`src/rtl/modadd_pkg.sv`:
```
package modadd_pkg;
  // Number of modulus entries addressed by a select of the given width.
  function automatic int unsigned table_depth(input int unsigned sel_w);
    return 32'd1 << sel_w;
  endfunction
endpackage

```
`src/rtl/modadd_modtab.sv`:
```
module modadd_modtab #(
  parameter int unsigned DATA_W = 64,
  parameter int unsigned SEL_W  = 2
) (
  input  logic              clk,
  input  logic              wr_en,
  input  logic [SEL_W-1:0]  wr_addr,
  input  logic [DATA_W-1:0] wr_val,
  input  logic [SEL_W-1:0]  rd_addr,
  output logic [DATA_W-1:0] rd_val
);
  localparam int unsigned DEPTH = modadd_pkg::table_depth(SEL_W);

  logic [DATA_W-1:0] mem [DEPTH];

  // The read is registered and returns the old contents on a write to the same entry.
  always_ff @(posedge clk) begin
    if (wr_en) mem[wr_addr] <= wr_val;
    rd_val <= mem[rd_addr];
  end
endmodule

```
`src/rtl/modadd_sum_stage.sv`:
```
module modadd_sum_stage #(
  parameter int unsigned DATA_W = 64
) (
  input  logic              clk,
  input  logic              rst,
  input  logic              vld_i,
  input  logic [DATA_W-1:0] a_i,
  input  logic [DATA_W-1:0] b_i,
  output logic              vld_o,
  output logic [DATA_W:0]   sum_o
);
  localparam int unsigned SUM_W = DATA_W + 1;

  always_ff @(posedge clk) begin
    if (rst) begin
      vld_o <= 1'b0;
      sum_o <= '0;
    end else begin
      vld_o <= vld_i;
      if (vld_i) sum_o <= SUM_W'(a_i) + SUM_W'(b_i);
    end
  end
endmodule

```
`src/rtl/modadd_reduce_stage.sv`:
```
module modadd_reduce_stage #(
  parameter int unsigned DATA_W = 64
) (
  input  logic              clk,
  input  logic              rst,
  input  logic              vld_i,
  input  logic [DATA_W:0]   sum_i,
  input  logic [DATA_W-1:0] q_i,
  output logic              vld_o,
  output logic [DATA_W-1:0] res_o
);
  localparam int unsigned DIFF_W = DATA_W + 2;

  logic [DIFF_W-1:0] diff;
  logic              at_or_above;
  logic [DATA_W-1:0] picked;

  always_comb begin
    diff        = DIFF_W'(sum_i) - DIFF_W'(q_i);
    at_or_above = ~diff[DIFF_W-1];
    picked      = at_or_above ? diff[DATA_W-1:0] : sum_i[DATA_W-1:0];
  end

  always_ff @(posedge clk) begin
    if (rst) begin
      vld_o <= 1'b0;
      res_o <= '0;
    end else begin
      vld_o <= vld_i;
      if (vld_i) res_o <= picked;
    end
  end
endmodule

```
`src/rtl/modadd_mm.sv`:
```
module modadd_mm #(
  parameter int unsigned DATA_W = 64,
  parameter int unsigned SEL_W  = 2
) (
  input  logic              clk,
  input  logic              rst,
  input  logic              in_valid,
  input  logic [SEL_W-1:0]  in_sel,
  input  logic [DATA_W-1:0] in_a,
  input  logic [DATA_W-1:0] in_b,
  input  logic              tab_we,
  input  logic [SEL_W-1:0]  tab_addr,
  input  logic [DATA_W-1:0] tab_data,
  output logic              out_valid,
  output logic [DATA_W-1:0] out_data
);
  logic              v_s1;
  logic [DATA_W:0]   sum_s1;
  logic [DATA_W-1:0] q_s1;

  modadd_modtab #(.DATA_W(DATA_W), .SEL_W(SEL_W)) u_tab (
    .clk     (clk),
    .wr_en   (tab_we),
    .wr_addr (tab_addr),
    .wr_val  (tab_data),
    .rd_addr (in_sel),
    .rd_val  (q_s1)
  );

  modadd_sum_stage #(.DATA_W(DATA_W)) u_sum (
    .clk   (clk),
    .rst   (rst),
    .vld_i (in_valid),
    .a_i   (in_a),
    .b_i   (in_b),
    .vld_o (v_s1),
    .sum_o (sum_s1)
  );

  modadd_reduce_stage #(.DATA_W(DATA_W)) u_red (
    .clk   (clk),
    .rst   (rst),
    .vld_i (v_s1),
    .sum_i (sum_s1),
    .q_i   (q_s1),
    .vld_o (out_valid),
    .res_o (out_data)
  );
endmodule

```
`config.mk`:
```
export PLATFORM = sky130hd
export DESIGN_NAME = modadd_mm
export DESIGN_NICKNAME = d
export VERILOG_FILES = /design/src/rtl/modadd_pkg.sv /design/src/rtl/modadd_modtab.sv /design/src/rtl/modadd_sum_stage.sv /design/src/rtl/modadd_reduce_stage.sv /design/src/rtl/modadd_mm.sv
export SDC_FILE = /design/constraint.sdc
export NUM_CORES = 1
export LEC_CHECK = 0
export BUFFER_PORTS_ARGS = -buffer_cell sky130_fd_sc_hd__buf_2
export CELL_PAD_IN_SITES_DETAIL_PLACEMENT = 0
export CELL_PAD_IN_SITES_GLOBAL_PLACEMENT = 1
export CORE_MARGIN = 1.5
export CORE_UTILIZATION = 47
export DETAILED_ROUTE_END_ITERATION = 7
export PLACE_DENSITY = 0.77
export SYNTH_ARGS = -nofsm -noshare
export SYNTH_HDL_FRONTEND = slang
export SYNTH_SLANG_ARGS = --single-unit
```
`constraint.sdc`:
```
create_clock -name clk -period 6.7 [get_ports clk]
set_input_delay 1.005 -clock clk [delete_from_list [all_inputs] [get_ports clk]]
set_output_delay 1.005 -clock clk [all_outputs]
set_load 0.02 [all_outputs]
```
==> results of run 1 <==
## registers in the layout, summed over array words and instances (netlist names)
register      cells
u_red.res_o      64
u_red.vld_o       1
u_sum.sum_o      65
u_sum.vld_o       1
u_tab.mem       256
u_tab.rd_val     64
## final cells by class
| cell class | instances | area [um^2] |
|---|---|---|
| clock inverter | 15 | 203 |
| timing repair buffer | 278 | 1430 |
| clock buffer | 69 | 1360 |
| sequential | 451 | 11600 |
| inverter | 104 | 390 |
| fill | 4347 | 22200 |
| tap | 664 | 831 |
| multi-input combinational | 1473 | 11000 |
| antenna | 3 | 7.51 |
## layout by cell type (no fill, tap or decap), types with 10 or more instances in the layout
cell	Yosys	final
buf_2	14	261
nand4_1	29	29
and3_1	20	19
mux2i_1	57	57
o21bai_1	32	32
xor2_1	41	41
clkbuf_16	0	46
nor2b_1	10	10
o211ai_1	17	17
a31oi_1	20	20
o21ai_0	71	71
inv_1	103	103
nor2_1	165	163
dfxtp_1	195	194
o21a_1	11	11
ha_1	128	128
xnor2_1	68	68
edfxtp_1	256	256
a211oi_1	27	27
o21ai_1	15	15
or3_1	11	11
nand3_1	38	38
buf_4	0	17
a21o_1	62	62
mux4_2	64	64
nand2b_1	14	14
nor3_1	29	29
a311oi_2	30	30
nand2_1	207	207
a21oi_1	174	174
clkbuf_1	79	11
clkbuf_8	0	12
## worst paths after layout
check,slack [ns],start,to,depth (start not counted)
min reg2reg,0.48,u_red.res_o[21]$_SDFFE_PP0P_,u_red.res_o[21]$_SDFFE_PP0P_,2
max reg2reg,2.38,u_sum.sum_o[16]$_SDFFE_PP0P_,u_red.res_o[32]$_SDFFE_PP0P_,13
min,0.48,u_red.res_o[21]$_SDFFE_PP0P_,u_red.res_o[21]$_SDFFE_PP0P_,2
max,2.38,u_sum.sum_o[16]$_SDFFE_PP0P_,u_red.res_o[32]$_SDFFE_PP0P_,13
## critical path, stage by stage (launching register included)
cell	delay [ns]
dfxtp_1	0.35
ha_1	0.40
a21oi_2	0.21
o21ai_1	0.11
or2_4	0.26
a2111oi_4	0.40
nor3_1	0.19
o31ai_1	0.23
or3b_1	0.51
a31oi_4	0.68
buf_4	0.46
and3_1	0.21
a21oi_1	0.04
a21oi_1	0.15
## kinds of logic after synthesis
logic type | Yosys count | synth area share (%)
multiplexers | 122 | 8.62
flip-flops | 451 | 49.4
XOR/XNOR | 109 | 4.07
AND/OR/NAND/NOR | 566 | 11.0
adder cells (fa/ha/maj) | 130 | 7.00
AO/OA/AOI/OAI | 546 | 16.3
buffers and inverters | 212 | 3.66
## power by group through the flow
| stage | combinational [uW] | sequential [uW] | clock [uW] |
|---|---|---|---|
| after CTS | 1660 | 3250 | 2630 |
| final | 1670 | 3260 | 2580 |
| after global routing | 1850 | 3270 | 2740 |
| after floorplan | 1190 | 3290 | 0 |
| after global placement | 1650 | 3300 | 0 |
| after detailed placement | 1650 | 3310 | 0 |
## routing by layer
layer | GRT usage [%] | wire length [um] | up-vias
li1 | - | - | 8367
met1 | 36.1 | 30400 | 8227
met2 | 34.7 | 26100 | 428
met3 | 3.97 | 3360 | 70
met4 | 4.80 | 831 | 18
met5 | 0 | 119 | -
## metrics by stage
step	setup WS, ns	power, uW	cells
6_report	2.38	7510	3057
5_1_grt	2.05	7860	3056
4_1_cts	2.36	7550	3054
3_5_place_dp	2.03	4970	2970
3_3_place_gp	2.13	4950	2970
2_1_floorplan	0.414	4480	2136
==> impl_metrics.yaml, run 1 <==
status:
  status: "finished clean"
routing:
  vias: 17100
  remaining_drc_errors: 0
  antenna_left: 0
  routed_wl_um: 60800
  drt_first_pass_iters: 6
  avgRoutedWirePerCell_um: 19.9
  drt_iter0_markers: 1364
  via_per_inst: 5.60
synth:
  seq_area_frac_synth_pct: 49.4
  ys_ff_latch: 451
  netlist.area_leader.share_pct: 32.8
  synth_most_common_cell: "edfxtp_1"
  synthTopCellsByCount: "edfxtp_1, nand2_1, dfxtp_1"
  syn_area_per_cell_um2: 11.0
  async_flop_share_pct: 0
  syn_area_um2: 23500
  syn-instance-count: 2136
  synth_fp_nets: 2466
  netlist-cell-type-count: 85
  synthTopCellsByArea: "edfxtp_1, dfxtp_1, ha_1"
  ys_warn_count: 0
  synth_enable_flop_cells: 256
  yosysTopAreaCell: "edfxtp_1"
  ys.flop_type: "edfxtp_1"
setup_path:
  end_kind: "flop"
  critPathKind: "reg2reg"
  critPathMaxFanout: 29
  critPathLaunchType: "flop"
  worstPathRequired_ns: 7.19
  critPathArrivalTime_ns: 4.80
clocking:
  clk_latency_ns: 0.57
  cts_buffers: 45
  cts_hold_buf: 0
  clock_sinks: 451
  clock_path_buffers: 3
  cts_max_level: 2
  post-cts-setup-buffers: 0
  root_buffer: "clkbuf_16"
  path_clk_slew_ns: 0.06
  cts_tree: "built"
  cts_resized: 0
power:
  power_leakage_uw: 0.0110
  p_switching_uw: 2210
  pwr-share-comb_pct: 22.3
  pwr-share-seq_pct: 43.3
  power.internal_uw: 5310
  vdd_drop_max_uv: 199
  p_sw_share_pct: 29.4
  power_density_nw_per_um2: 280
  clockPowerShare_pct: 34.4
global_route:
  grt_pass1_vias: 16300
  antenna_found_initial: 12
  grt_usage_pct: 23.5
  grt_max_degree: 72
  grt_pass1_wl_um: 92800
  overflow: 0
floorplanning:
  rows: 81
  fp.dieArea_um2: 51300
  dieWidth_um: 226
  coreArea_um2: 49100
  start_util_pct: 47.8
  die_y_um: 226
  io_pins: 265
cells_and_area:
  nNetsFinal: 2683
  area_growth_pct: 14.5
  final_area_um2: 26900
  postLayoutCoreUtil_pct: 54.8
  drive_gt1_share_pct: 20.0
job:
  maxCapViolations: 0
placed_design:
  dp_hpwl_um: 45000
  place.gp.congestion: 0.871
  portBuffers: 264
  place_area_um2: 25300
sta:
  hold_viol: 0
  period_needed_ns: 4.32
  max_slew.worst_pin.slew_ns: 1.07
  setup-tns-final_ns: 0
  whs_ns: 0.478
  rsz0062_at_grt: "no"
  slew_viol_final: 0
  setup_viol: 0
  finClkSkew_ns: 0.0260
  slew_headroom_pct: 28.3
  clock.fmax_ghz: 0.232
  fin_crit_sh_pct: 64.4
worst_hold_path:
  hold_path_class: "reg2reg"
(Power assumes the default switching activity.)
==> run 2: changes to the inputs <==
--- a/config.mk
+++ b/config.mk
@@ -9,9 +9,9 @@
 export CELL_PAD_IN_SITES_DETAIL_PLACEMENT = 0
 export CELL_PAD_IN_SITES_GLOBAL_PLACEMENT = 1
 export CORE_MARGIN = 1.5
-export CORE_UTILIZATION = 47
+export CORE_UTILIZATION = 43
 export DETAILED_ROUTE_END_ITERATION = 7
-export PLACE_DENSITY = 0.77
+export PLACE_DENSITY = 0.74
 export SYNTH_ARGS = -nofsm -noshare
 export SYNTH_HDL_FRONTEND = slang
 export SYNTH_SLANG_ARGS = --single-unit
==> constraint.sdc (replaced) <==
create_clock -name clk -period 3.9 [get_ports clk]
set_input_delay 0.585 -clock clk [delete_from_list [all_inputs] [get_ports clk]]
set_output_delay 0.585 -clock clk [all_outputs]
set_load 0.02 [all_outputs]
==> impl_metrics.yaml, run 2 (synthesis results as in run 1) <==
floorplanning:
  io_pins: 265
  fp.dieArea_um2: 56000
  coreArea_um2: 53900
  rows: 85
  dieWidth_um: 237
  start_util_pct: 43.5
  die_y_um: 237
global_route:
  grt_pass1_wl_um: 95500
  grt_max_degree: 65
  overflow: 0
  grt_pass1_vias: 16900
  grt_usage_pct: 21.7
  antenna_found_initial: 10
clocking:
  clock_sinks: 451
  cts_tree: "built"
  clk_latency_ns: 0.57
  cts_resized: 0
  post-cts-setup-buffers: 0
  cts_hold_buf: 0
  cts_buffers: 43
  root_buffer: "clkbuf_16"
  clock_path_buffers: 3
  cts_max_level: 2
  path_clk_slew_ns: 0.06
sta:
  fin_ws_ns: 0.277
  setup_viol: 0
  max_slew.worst_pin.slew_ns: 0.962
  whs_ns: 0.231
  period_needed_ns: 3.62
  clock.fmax_ghz: 0.276
  rsz0062_at_grt: "no"
  finClkSkew_ns: 0.0108
  slew_viol_final: 0
  slew_headroom_pct: 35.9
  fin_crit_sh_pct: 92.9
  hold_viol: 0
setup_path:
  critPathArrivalTime_ns: 4.05
  end_kind: "flop"
  slowest_stage: "or3b_4"
  max_stage_delay_ns: 0.44
  cp_top_family: "compound AO/OA/AOI/OAI gates"
  worstPathRequired_ns: 4.33
  path_buf_inv: 1
  critPathKind: "reg2reg"
  critPathLaunchType: "flop"
  critPathMaxFanout: 12
  crit_chain: "ha_1 -> a21oi_2 -> o21ai_1 -> or2_4 -> a2111oi_4 -> nor3_1 -> o31ai_1 -> or3b_4 -> a31o_2 -> buf_4 -> o21ai_0 -> a21o_1 -> a21oi_1"
power:
  power_density_nw_per_um2: 469
  power_leakage_uw: 0.0112
  vdd_drop_max_uv: 290
routing:
  avgRoutedWirePerCell_um: 19.7
  drt_iter0_markers: 1268
  remaining_drc_errors: 0
  vias: 17200
  drt_first_pass_iters: 6
  via_per_inst: 5.48
  antenna_left: 0
  routed_wl_um: 61600
cells_and_area:
  area_growth_pct: 16.1
  reg.largest.list: "u_tab.mem: 256 flops, u_sum.sum_o: 65 flops"
  drive_gt1_share_pct: 21.9
  finalNonFillerCells: 3136
  final_cell_mix: "buf_2, edfxtp_1, nand2_1, dfxtp_1, a21oi_1"
  final_common_cell: "buf_2"
  top_register: "u_tab.mem"
  largest_reg_flops: 256
  postLayoutCoreUtil_pct: 50.5
  nNetsFinal: 2732
  fillers: 4874
placed_design:
  dp_hpwl_um: 46900
  pre_cts_slack_ns: -0.196
  portBuffers: 264
  dp.cells: 3053
  place.gp.congestion: 0.897
job:
  maxCapViolations: 0
status:
  status: "finished clean"
worst_hold_path:
  hold_path_class: "in2reg"
[run 2: metal layers]
| layer | wire length [um] | global-route usage, % |
|---|---|---|
| met5 | 106 | 0 |
| met4 | 1260 | 5.32 |
| met3 | 3510 | 3.33 |
| met2 | 26500 | 32.5 |
| met1 | 30200 | 32.9 |
[run 2: stage by stage]
step,setup TNS (ns),cell area [um^2],total power (uW)
CTS,0,27200,12800
detailed placement,-1.02,25800,8650
floorplan,0,23500,7690
finish,0,27200,12800
global route,0,27200,13400
global placement,-0.632,25800,8630
[run 2: worst paths after layout]
| check | depth (start not counted) | slack, ns | to | startpoint |
|---|---|---|---|---|
| setup / recovery | 13 | 0.28 | u_red.res_o[63]$_SDFFE_PP0P_ | u_sum.sum_o[16]$_SDFFE_PP0P_ |
| hold / removal | 1 | 0.23 | u_tab.mem[0][55]$_DFFE_PP_ | tab_data[55] |
| setup reg to reg | 13 | 0.28 | u_red.res_o[63]$_SDFFE_PP0P_ | u_sum.sum_o[16]$_SDFFE_PP0P_ |
| hold reg to reg | 2 | 0.48 | u_red.res_o[4]$_SDFFE_PP0P_ | u_red.res_o[4]$_SDFFE_PP0P_ |
[run 2: layout make-up]
class | count | area [um^2] | area share (%)
Timing Repair Buffer | 329 | 1890 | 6.95
Sequential cell | 451 | 11600 | 42.6
Multi-Input combinational cell | 1473 | 11000 | 40.6
Tap cell | 696 | 871 | 3.20
Antenna cell | 3 | 7.51 | 0.0276
Clock inverter | 25 | 248 | 0.910
Inverter | 104 | 390 | 1.43
Clock buffer | 55 | 1170 | 4.32
[run 2: where the power goes]
| part | switching (uW) | leakage [uW] | internal, uW |
|---|---|---|---|
| Sequential | 225 | 0.00397 | 5370 |
| Clock | 1820 | 0.000695 | 2360 |
| Combinational | 1770 | 0.00653 | 1220 |
| Total | 3810 | 0.0112 | 8950 |
[run 2: worst register-to-register path, stage by stage, from the launching register on]
cell       delay (ns)
dfxtp_1          0.35
ha_1             0.41
a21oi_2          0.22
o21ai_1          0.10
or2_4            0.26
a2111oi_4        0.43
nor3_1           0.19
o31ai_1          0.23
or3b_4           0.44
a31o_2           0.31
buf_4            0.21
o21ai_0          0.17
a21o_1           0.13
a21oi_1          0.03
